`src/rtl/rxd_pkg.sv`:
```
// Shared types and the CRC step for the receive deframer.
package rxd_pkg;
    typedef enum logic [1:0] {ST_IDLE, ST_LEN, ST_PAY, ST_CRC} rx_state_t;

    localparam logic [15:0] CRC_POLY = 16'h1021;

    // One serial CRC step: shift in a single bit, MSB-first convention.
    function automatic logic [15:0] crc_step(input logic [15:0] c, input logic b);
        logic fb;
        fb = c[15] ^ b;
        return {c[14:0], 1'b0} ^ (fb ? CRC_POLY : 16'h0000);
    endfunction
endpackage

```
`src/rtl/rxd_bitcap.sv`:
```
// Bit capture: finds rising edges of the radio data clock and shifts data
// bits into bytes, MSB first. Assumes radio_clk is synchronous to clk and
// holds each level for at least two cycles. byte_stb is registered, so it
// rises in the cycle after the edge that carried the last bit.
module rxd_bitcap #(
    parameter int W = 8,
    localparam int CW = $clog2(W)
) (
    input  logic         clk,
    input  logic         rst_n,
    input  logic         dclk,
    input  logic         din,
    input  logic         en,
    input  logic         clr,
    output logic         rise,
    output logic         bit_stb,
    output logic         byte_stb,
    output logic [W-1:0] byte_val
);
    logic          dclk_q;
    logic [CW-1:0] cnt;
    logic [W-2:0]  sh;

    assign rise    = dclk & ~dclk_q;
    assign bit_stb = rise & en;

    // Edge history, bit counter and byte assembly.
    always_ff @(posedge clk) begin
        if (!rst_n) begin
            dclk_q   <= 1'b0;
            cnt      <= '0;
            sh       <= '0;
            byte_stb <= 1'b0;
            byte_val <= '0;
        end else begin
            dclk_q   <= dclk;
            byte_stb <= 1'b0;
            if (clr) begin
                cnt <= '0;
            end else if (bit_stb) begin
                sh  <= {sh[W-3:0], din};
                cnt <= cnt + 1'b1;
                if (cnt == CW'(W-1)) begin
                    byte_stb <= 1'b1;
                    byte_val <= {sh, din};
                end
            end
        end
    end
endmodule

```
`src/rtl/rxd_crc.sv`:
```
// Serial CRC16 accumulator. It clears to zero and folds in one bit per strobe.
// The remainder is zero after a good frame, including its CRC bytes.
module rxd_crc import rxd_pkg::*; (
    input  logic        clk,
    input  logic        rst_n,
    input  logic        clr,
    input  logic        stb,
    input  logic        din,
    output logic [15:0] crc
);
    // Remainder register.
    always_ff @(posedge clk) begin
        if (!rst_n)      crc <= '0;
        else if (clr)    crc <= '0;
        else if (stb)    crc <= crc_step(crc, din);
    end
endmodule

```
`src/rtl/rxd_fifo.sv`:
```
// Receive FIFO with a tentative write pointer. Writes advance wr_ptr.
// commit publishes them to the reader. rewind throws them away. The count
// and the show-ahead read cover committed data only. Assumes that writes
// stop when full and that commit and rewind never arrive together.
module rxd_fifo #(
    parameter int W     = 8,
    parameter int DEPTH = 64,
    localparam int AW   = $clog2(DEPTH)
) (
    input  logic         clk,
    input  logic         rst_n,
    input  logic         wr_en,
    input  logic [W-1:0] wr_data,
    input  logic         commit,
    input  logic         rewind,
    input  logic         rd_en,
    output logic [W-1:0] rd_data,
    output logic [AW:0]  count,
    output logic         full
);
    logic [W-1:0] mem [DEPTH];
    logic [AW:0]  wr_ptr, wr_base, rd_ptr;

    assign count   = wr_base - rd_ptr;
    assign full    = (wr_ptr - rd_ptr) == (AW+1)'(DEPTH);
    assign rd_data = mem[rd_ptr[AW-1:0]];

    // Storage array; no reset needed.
    always_ff @(posedge clk) begin
        if (wr_en) mem[wr_ptr[AW-1:0]] <= wr_data;
    end

    // Pointer updates: tentative write, commit/rewind, read pop.
    always_ff @(posedge clk) begin
        if (!rst_n) begin
            wr_ptr  <= '0;
            wr_base <= '0;
            rd_ptr  <= '0;
        end else begin
            if (rewind)     wr_ptr <= wr_base;
            else if (wr_en) wr_ptr <= wr_ptr + 1'b1;
            if (commit)     wr_base <= wr_ptr;
            if (rd_en && count != '0) rd_ptr <= rd_ptr + 1'b1;
        end
    end

    assert_no_overflow_R7: assert property (@(posedge clk) disable iff (!rst_n)
        wr_en |-> !full);
    assert_count_bound_R8: assert property (@(posedge clk) disable iff (!rst_n)
        count <= (AW+1)'(DEPTH));
    assert_commit_excl_R4: assert property (@(posedge clk) disable iff (!rst_n)
        !(commit && rewind));
endmodule

```
`src/rtl/rx_deframer.sv`:
```
// Receive deframer top. A flag at a data-clock edge starts a frame. The
// frame then passes through the length, payload and CRC states. Payload is
// written tentatively and committed or rewound once the second CRC byte has
// arrived. Assumes radio_flag matters only while idle.
module rx_deframer import rxd_pkg::*; #(
    parameter int W       = 8,
    parameter int DEPTH   = 64,
    parameter int LEN_MAX = 127,
    localparam int AW     = $clog2(DEPTH)
) (
    input  logic         clk,
    input  logic         rst_n,
    input  logic         radio_clk,
    input  logic         radio_data,
    input  logic         radio_flag,
    output logic         radio_hold,
    input  logic         addr_en,
    input  logic [W-1:0] addr_val,
    input  logic         rd_en,
    output logic [W-1:0] rd_data,
    output logic [AW:0]  fifo_count,
    input  logic         irq_clr,
    output logic         rx_irq,
    output logic         rx_ovf
);
    rx_state_t    state;
    logic [W-1:0] len_q, pay_idx;
    logic         crc_idx, addr_bad, ovf_seen;
    logic         rise, bit_stb, byte_stb, full;
    logic [W-1:0] byte_val;
    logic [15:0]  crc;
    logic         start, len_bad, wr_en, end_frame, good, commit, rewind;

    assign start     = (state == ST_IDLE) && rise && radio_flag;
    assign len_bad   = (byte_val == '0) || (byte_val > W'(LEN_MAX));
    assign wr_en     = (state == ST_PAY) && byte_stb && !full;
    assign end_frame = (state == ST_CRC) && byte_stb && crc_idx;
    assign good      = end_frame && (crc == 16'h0000) && !addr_bad && !ovf_seen;
    assign commit    = good;
    assign rewind    = end_frame && !good;

    rxd_bitcap #(.W(W)) u_bitcap (
        .clk(clk), .rst_n(rst_n), .dclk(radio_clk), .din(radio_data),
        .en(state != ST_IDLE), .clr(start), .rise(rise), .bit_stb(bit_stb),
        .byte_stb(byte_stb), .byte_val(byte_val)
    );

    rxd_crc u_crc (
        .clk(clk), .rst_n(rst_n), .clr(start), .stb(bit_stb),
        .din(radio_data), .crc(crc)
    );

    rxd_fifo #(.W(W), .DEPTH(DEPTH)) u_fifo (
        .clk(clk), .rst_n(rst_n), .wr_en(wr_en), .wr_data(byte_val),
        .commit(commit), .rewind(rewind), .rd_en(rd_en), .rd_data(rd_data),
        .count(fifo_count), .full(full)
    );

    // Frame sequencing through the length, payload and CRC fields.
    always_ff @(posedge clk) begin
        if (!rst_n) begin
            state    <= ST_IDLE;
            len_q    <= '0;
            pay_idx  <= '0;
            crc_idx  <= 1'b0;
            addr_bad <= 1'b0;
            ovf_seen <= 1'b0;
        end else begin
            case (state)
                ST_IDLE: if (start) begin
                    state    <= ST_LEN;
                    addr_bad <= 1'b0;
                    ovf_seen <= 1'b0;
                end
                ST_LEN: if (byte_stb) begin
                    len_q   <= byte_val;
                    pay_idx <= '0;
                    state   <= len_bad ? ST_IDLE : ST_PAY;
                end
                ST_PAY: if (byte_stb) begin
                    if (full) ovf_seen <= 1'b1;
                    if (pay_idx == '0 && addr_en && byte_val != addr_val)
                        addr_bad <= 1'b1;
                    pay_idx <= pay_idx + 1'b1;
                    if (pay_idx == len_q - W'(1)) begin
                        state   <= ST_CRC;
                        crc_idx <= 1'b0;
                    end
                end
                ST_CRC: if (byte_stb) begin
                    crc_idx <= 1'b1;
                    if (crc_idx) state <= ST_IDLE;
                end
                default: state <= ST_IDLE;
            endcase
        end
    end

    // Hold level to the radio for the life of a frame.
    always_ff @(posedge clk) begin
        if (!rst_n)                                            radio_hold <= 1'b0;
        else if (start)                                        radio_hold <= 1'b1;
        else if (end_frame || (state == ST_LEN && byte_stb && len_bad)) radio_hold <= 1'b0;
    end

    // Sticky interrupt and overflow flags; setting wins over clearing.
    always_ff @(posedge clk) begin
        if (!rst_n) begin
            rx_irq <= 1'b0;
            rx_ovf <= 1'b0;
        end else begin
            if (commit)       rx_irq <= 1'b1;
            else if (irq_clr) rx_irq <= 1'b0;
            if (state == ST_PAY && byte_stb && full) rx_ovf <= 1'b1;
            else if (irq_clr)                        rx_ovf <= 1'b0;
        end
    end

    assert_hold_busy_R2: assert property (@(posedge clk) disable iff (!rst_n)
        (state != ST_IDLE) |-> radio_hold);
    assert_len_abort_R3: assert property (@(posedge clk) disable iff (!rst_n)
        (state == ST_LEN && byte_stb && len_bad) |=> (!radio_hold && state == ST_IDLE));
    assert_irq_source_R6: assert property (@(posedge clk) disable iff (!rst_n)
        $rose(rx_irq) |-> $past(crc == 16'h0000));
    assert_idle_hold_low_R2: assert property (@(posedge clk) disable iff (!rst_n)
        (state == ST_IDLE && !start) |=> (state == ST_IDLE) || radio_hold);
endmodule

```
`config.mk`:
```
export PLATFORM = sky130hd
export DESIGN_NAME = rx_deframer
export DESIGN_NICKNAME = d
export VERILOG_FILES = /design/src/rtl/rxd_pkg.sv /design/src/rtl/rxd_bitcap.sv /design/src/rtl/rxd_crc.sv /design/src/rtl/rxd_fifo.sv /design/src/rtl/rx_deframer.sv
export SDC_FILE = /design/constraint.sdc
export NUM_CORES = 1
export LEC_CHECK = 0
export BUFFER_PORTS_ARGS = -buffer_cell sky130_fd_sc_hd__buf_2
export CORE_UTILIZATION = 30
export CTS_BUF_LIST = sky130_fd_sc_hd__clkbuf_16
export CTS_CLUSTER_SIZE = 24
export DETAILED_ROUTE_END_ITERATION = 16
export PLACE_DENSITY_LB_ADDON = 0.3
export SKIP_CTS_REPAIR_TIMING = 1
export SYNTH_ARGS = -nofsm -noshare
export SYNTH_HDL_FRONTEND = slang
export SYNTH_SLANG_ARGS = --single-unit
export TNS_END_PERCENT = 100
```
`constraint.sdc`:
```
create_clock -name clk -period 5.6 [get_ports clk]
set_clock_uncertainty 0.2 [all_clocks]
set_input_delay 1.12 -clock clk [delete_from_list [all_inputs] [get_ports clk]]
set_output_delay 1.12 -clock clk [all_outputs]
set_load 0.05 [all_outputs]
```
==> metrics <==
status=completed; Switching Share=23.5%; Yosys top cell by area=edfxtp_1; Reg area=17100 um2; Fin. Hold Viols=0; die height=286 um; share of layout cells above drive strength 1=23.6%; Max Fanout on Critical Path=23; Placed Area=25700 um2; detailed placer's ending HPWL=35.4 mm; Async SR Flop Fraction=0%; core region area=79300 um2; Layout area overhead=15.4%; largest family of logic cells by synthesized area=multiplexers; die area=81500 um2; Clock Path Buffers=3; Root Driver=clkbuf_16; XOR/XNOR Fraction of Synth Area=1.45%; Avg Cell Area, Syn=17.3 um2; worst-skew pair later-pin latency=590 ps; I/O pins=34; CP arrival=3510 ps; Worst Path Class, Setup=flop to output pin; diode count=0; Initial Util=30.4%; Tmin final=4830 ps; antenna violations before repair=0; leakage=8.66 nW; startpoint types=flop; Hold WC Path Type=flop to flop; CP required=4280 ps; NetSw=0.00232 W; Initial DRC Count=1120; post-synth cell types=58; cell area after layout=27800 um2; Die W=286 um; internal power=0.00754 W; fmax=0.207 GHz; Tcrit/Tclk final=86.2%; syn_nets=1432; post-synthesis share of cell area spent on and, or, nand and nor gates=6.04%; Gate power share=7.7%; Post-synth EDFFs=512; internal reg-to-reg setup slack=1340 ps; FP Rows=103; Adder-Cell Fraction of Synth Area=1.07%; remaining antenna violation count=0; Final Non-Filler Cells=2567; sequential area share after synthesis=71.0%; Ys Warns=0; All-Layer GR Usage=14.0%; GP Congestion=0.798; grt ovf=0; Tot Pwr=0.00986 W; # port buffers=33; top cell type's share of synthesized area=63.8%; Synth Area in Compound Gates=3.38%; Fillers=7427; Slew Viols, Final=0; placed insts=2451; Yosys reg bits=599; CTS Buf Count=67; Crit. End Element=output pin; router iterations before antenna repair=5; PD cells=354 nW/um2; Via density=4.97; global-route wire length before repair=84.5 mm; sequential fraction of design power=49.2%; RSZ-0062 raised after global routing=false; area occupied by multi-input gates=6580 um2; vias in the first global route=12800; CTS tree=done; Clock Sink Count=599; Synth area leaders=edfxtp_1 64%, mux4_2 15%, dfxtp_1 7.2%; relative slew slack=18.8%; H-tree lvl count=3; pin count of the biggest net entering global routing=69; # DRC=0; Worst-path clk slew=60 ps; clock power share=43.1%; maximum vdd drop=0.216 mV; worst slew pin tran=1210 ps; Final Net Count=1506; setup TNS=0 ps; Mapped Cells=1396; Setup violations, final=0; post-synthesis mux area share=15.4%; final wirelength=57.4 mm; maxcap violations=0; ys flop type=edfxtp_1; Vias=12800; Avg WL per Cell=22.3 um; Synth Cell Area=24100 um2
## cell usage after synthesis, types with 3 or more instances
cell and count:
a21oi_1 67, mux4_2 160, nor2_1 127, o22ai_1 16
inv_1 22, o21ai_0 18, a31o_2 4, o211ai_1 4
nand3_1 20, ha_1 19, nor2b_1 5, dfxtp_1 87
buf_1 4, nand4_1 7, nor3_1 16, a22oi_1 3
nand2_1 110, or2_2 4, nand2b_1 11, clkbuf_1 56
xor2_1 20, and2_1 4, nor4_1 10, mux2i_1 10
xnor2_1 18, a211oi_1 4, or4_1 3, edfxtp_1 512
buf_2 15, a31oi_1 4
## logic make-up after synthesis
group           count (synthesis)
compound gates                137
flops                         599
mux                           170
buf+inv                       101
fa+ha+maj                      20
xor+xnor                       39
simple gates                  330
## routing by layer
| layer | track usage, % | up-vias | share of wire (%) |
|---|---|---|---|
| met3 | 3.52 | 65 | 6.5 |
| met1 | 19.7 | 6678 | 45 |
| met4 | 3.13 | 0 | 1.5 |
| met5 | 0 | - | 0 |
| li1 | - | 5633 | - |
| met2 | 21.8 | 389 | 47 |
## placed cells by master (no fill, tap or decap), types with 3 or more instances in the layout
master	n
bufinv_16	5
buf_4	46
or2_2	4
nor2_1	127
ha_1	19
nor3_1	16
inv_1	30
clkinv_2	10
nor2b_1	5
or4_1	3
clkinv_1	19
a21oi_1	67
mux2i_1	10
a31o_2	4
buf_12	3
nand2b_1	11
a22oi_1	3
clkbuf_16	68
xnor2_1	18
a31oi_1	4
xor2_1	20
nand4_1	7
o22ai_1	16
nor4_1	10
dfxtp_4	3
mux4_2	160
o211ai_1	4
o21ai_0	18
nand2_1	110
and2_1	4
dfxtp_1	76
nand3_1	20
a211oi_1	4
edfxtp_1	512
dfxtp_2	8
buf_2	33
## critical path, cell delays in order (launching register included)
cell	delay, ps
dfxtp_4	670
buf_4	500
mux4_2	630
mux4_2	530
o22ai_1	240
nor2_1	100
buf_2	220
## state kept, by name, indices dropped and copies added, names as in the netlist, named ones only
signal             flops
u_bitcap.sh            7
u_fifo.wr_ptr          7
u_bitcap.cnt           3
ovf_seen               1
u_fifo.mem           512
addr_bad               1
crc_idx                1
len_q                  8
u_bitcap.byte_val      8
u_bitcap.dclk_q        1
state                  1
u_bitcap.byte_stb      1
u_fifo.wr_base         7
u_fifo.rd_ptr          7
radio_hold             1
u_crc.crc             16
rx_ovf                 1
pay_idx                8
rx_irq                 1
## power groups by stage
stage / sequential (W) / combinational (W) / clock, W
3_3_place_gp: 0.00495 / 0.000771 / 0
6_report: 0.00485 / 0.000754 / 0.00425
5_1_grt: 0.00486 / 0.000810 / 0.00452
2_1_floorplan: 0.00488 / 0.000626 / 0
4_1_cts: 0.00485 / 0.000769 / 0.00435
3_5_place_dp: 0.00495 / 0.000769 / 0
## layout make-up
type	instances	share of cell area, %
sequential	599	61.6
inverter	24	0.324
clock inverter	48	1.51
clock buffer	68	6.12
timing repair buffer	82	2.05
tap	1050	4.72
multi-input combinational	696	23.7
## worst paths after layout
check | from | endpoint | cells past startpoint
worst max-delay path | flop | rd_data[7] | 6
worst min-delay path | u_crc.crc[14] | u_crc.crc[15] | 2
worst max register to register | u_fifo.wr_ptr[1] | u_fifo.mem[22][7] | 7
worst min register to register | u_crc.crc[14] | u_crc.crc[15] | 2
## stage by stage
step	hold slack (ps)	worst slack [ps]	util, %
after floorplan	229	1920	-
after global placement	243	1290	32.4
after detailed placement	254	1290	32.4
after CTS	264	647	35.1
after global routing	282	585	35.1
final	261	771	35.1
No activity file was read; power rests on OpenSTA's default activity.
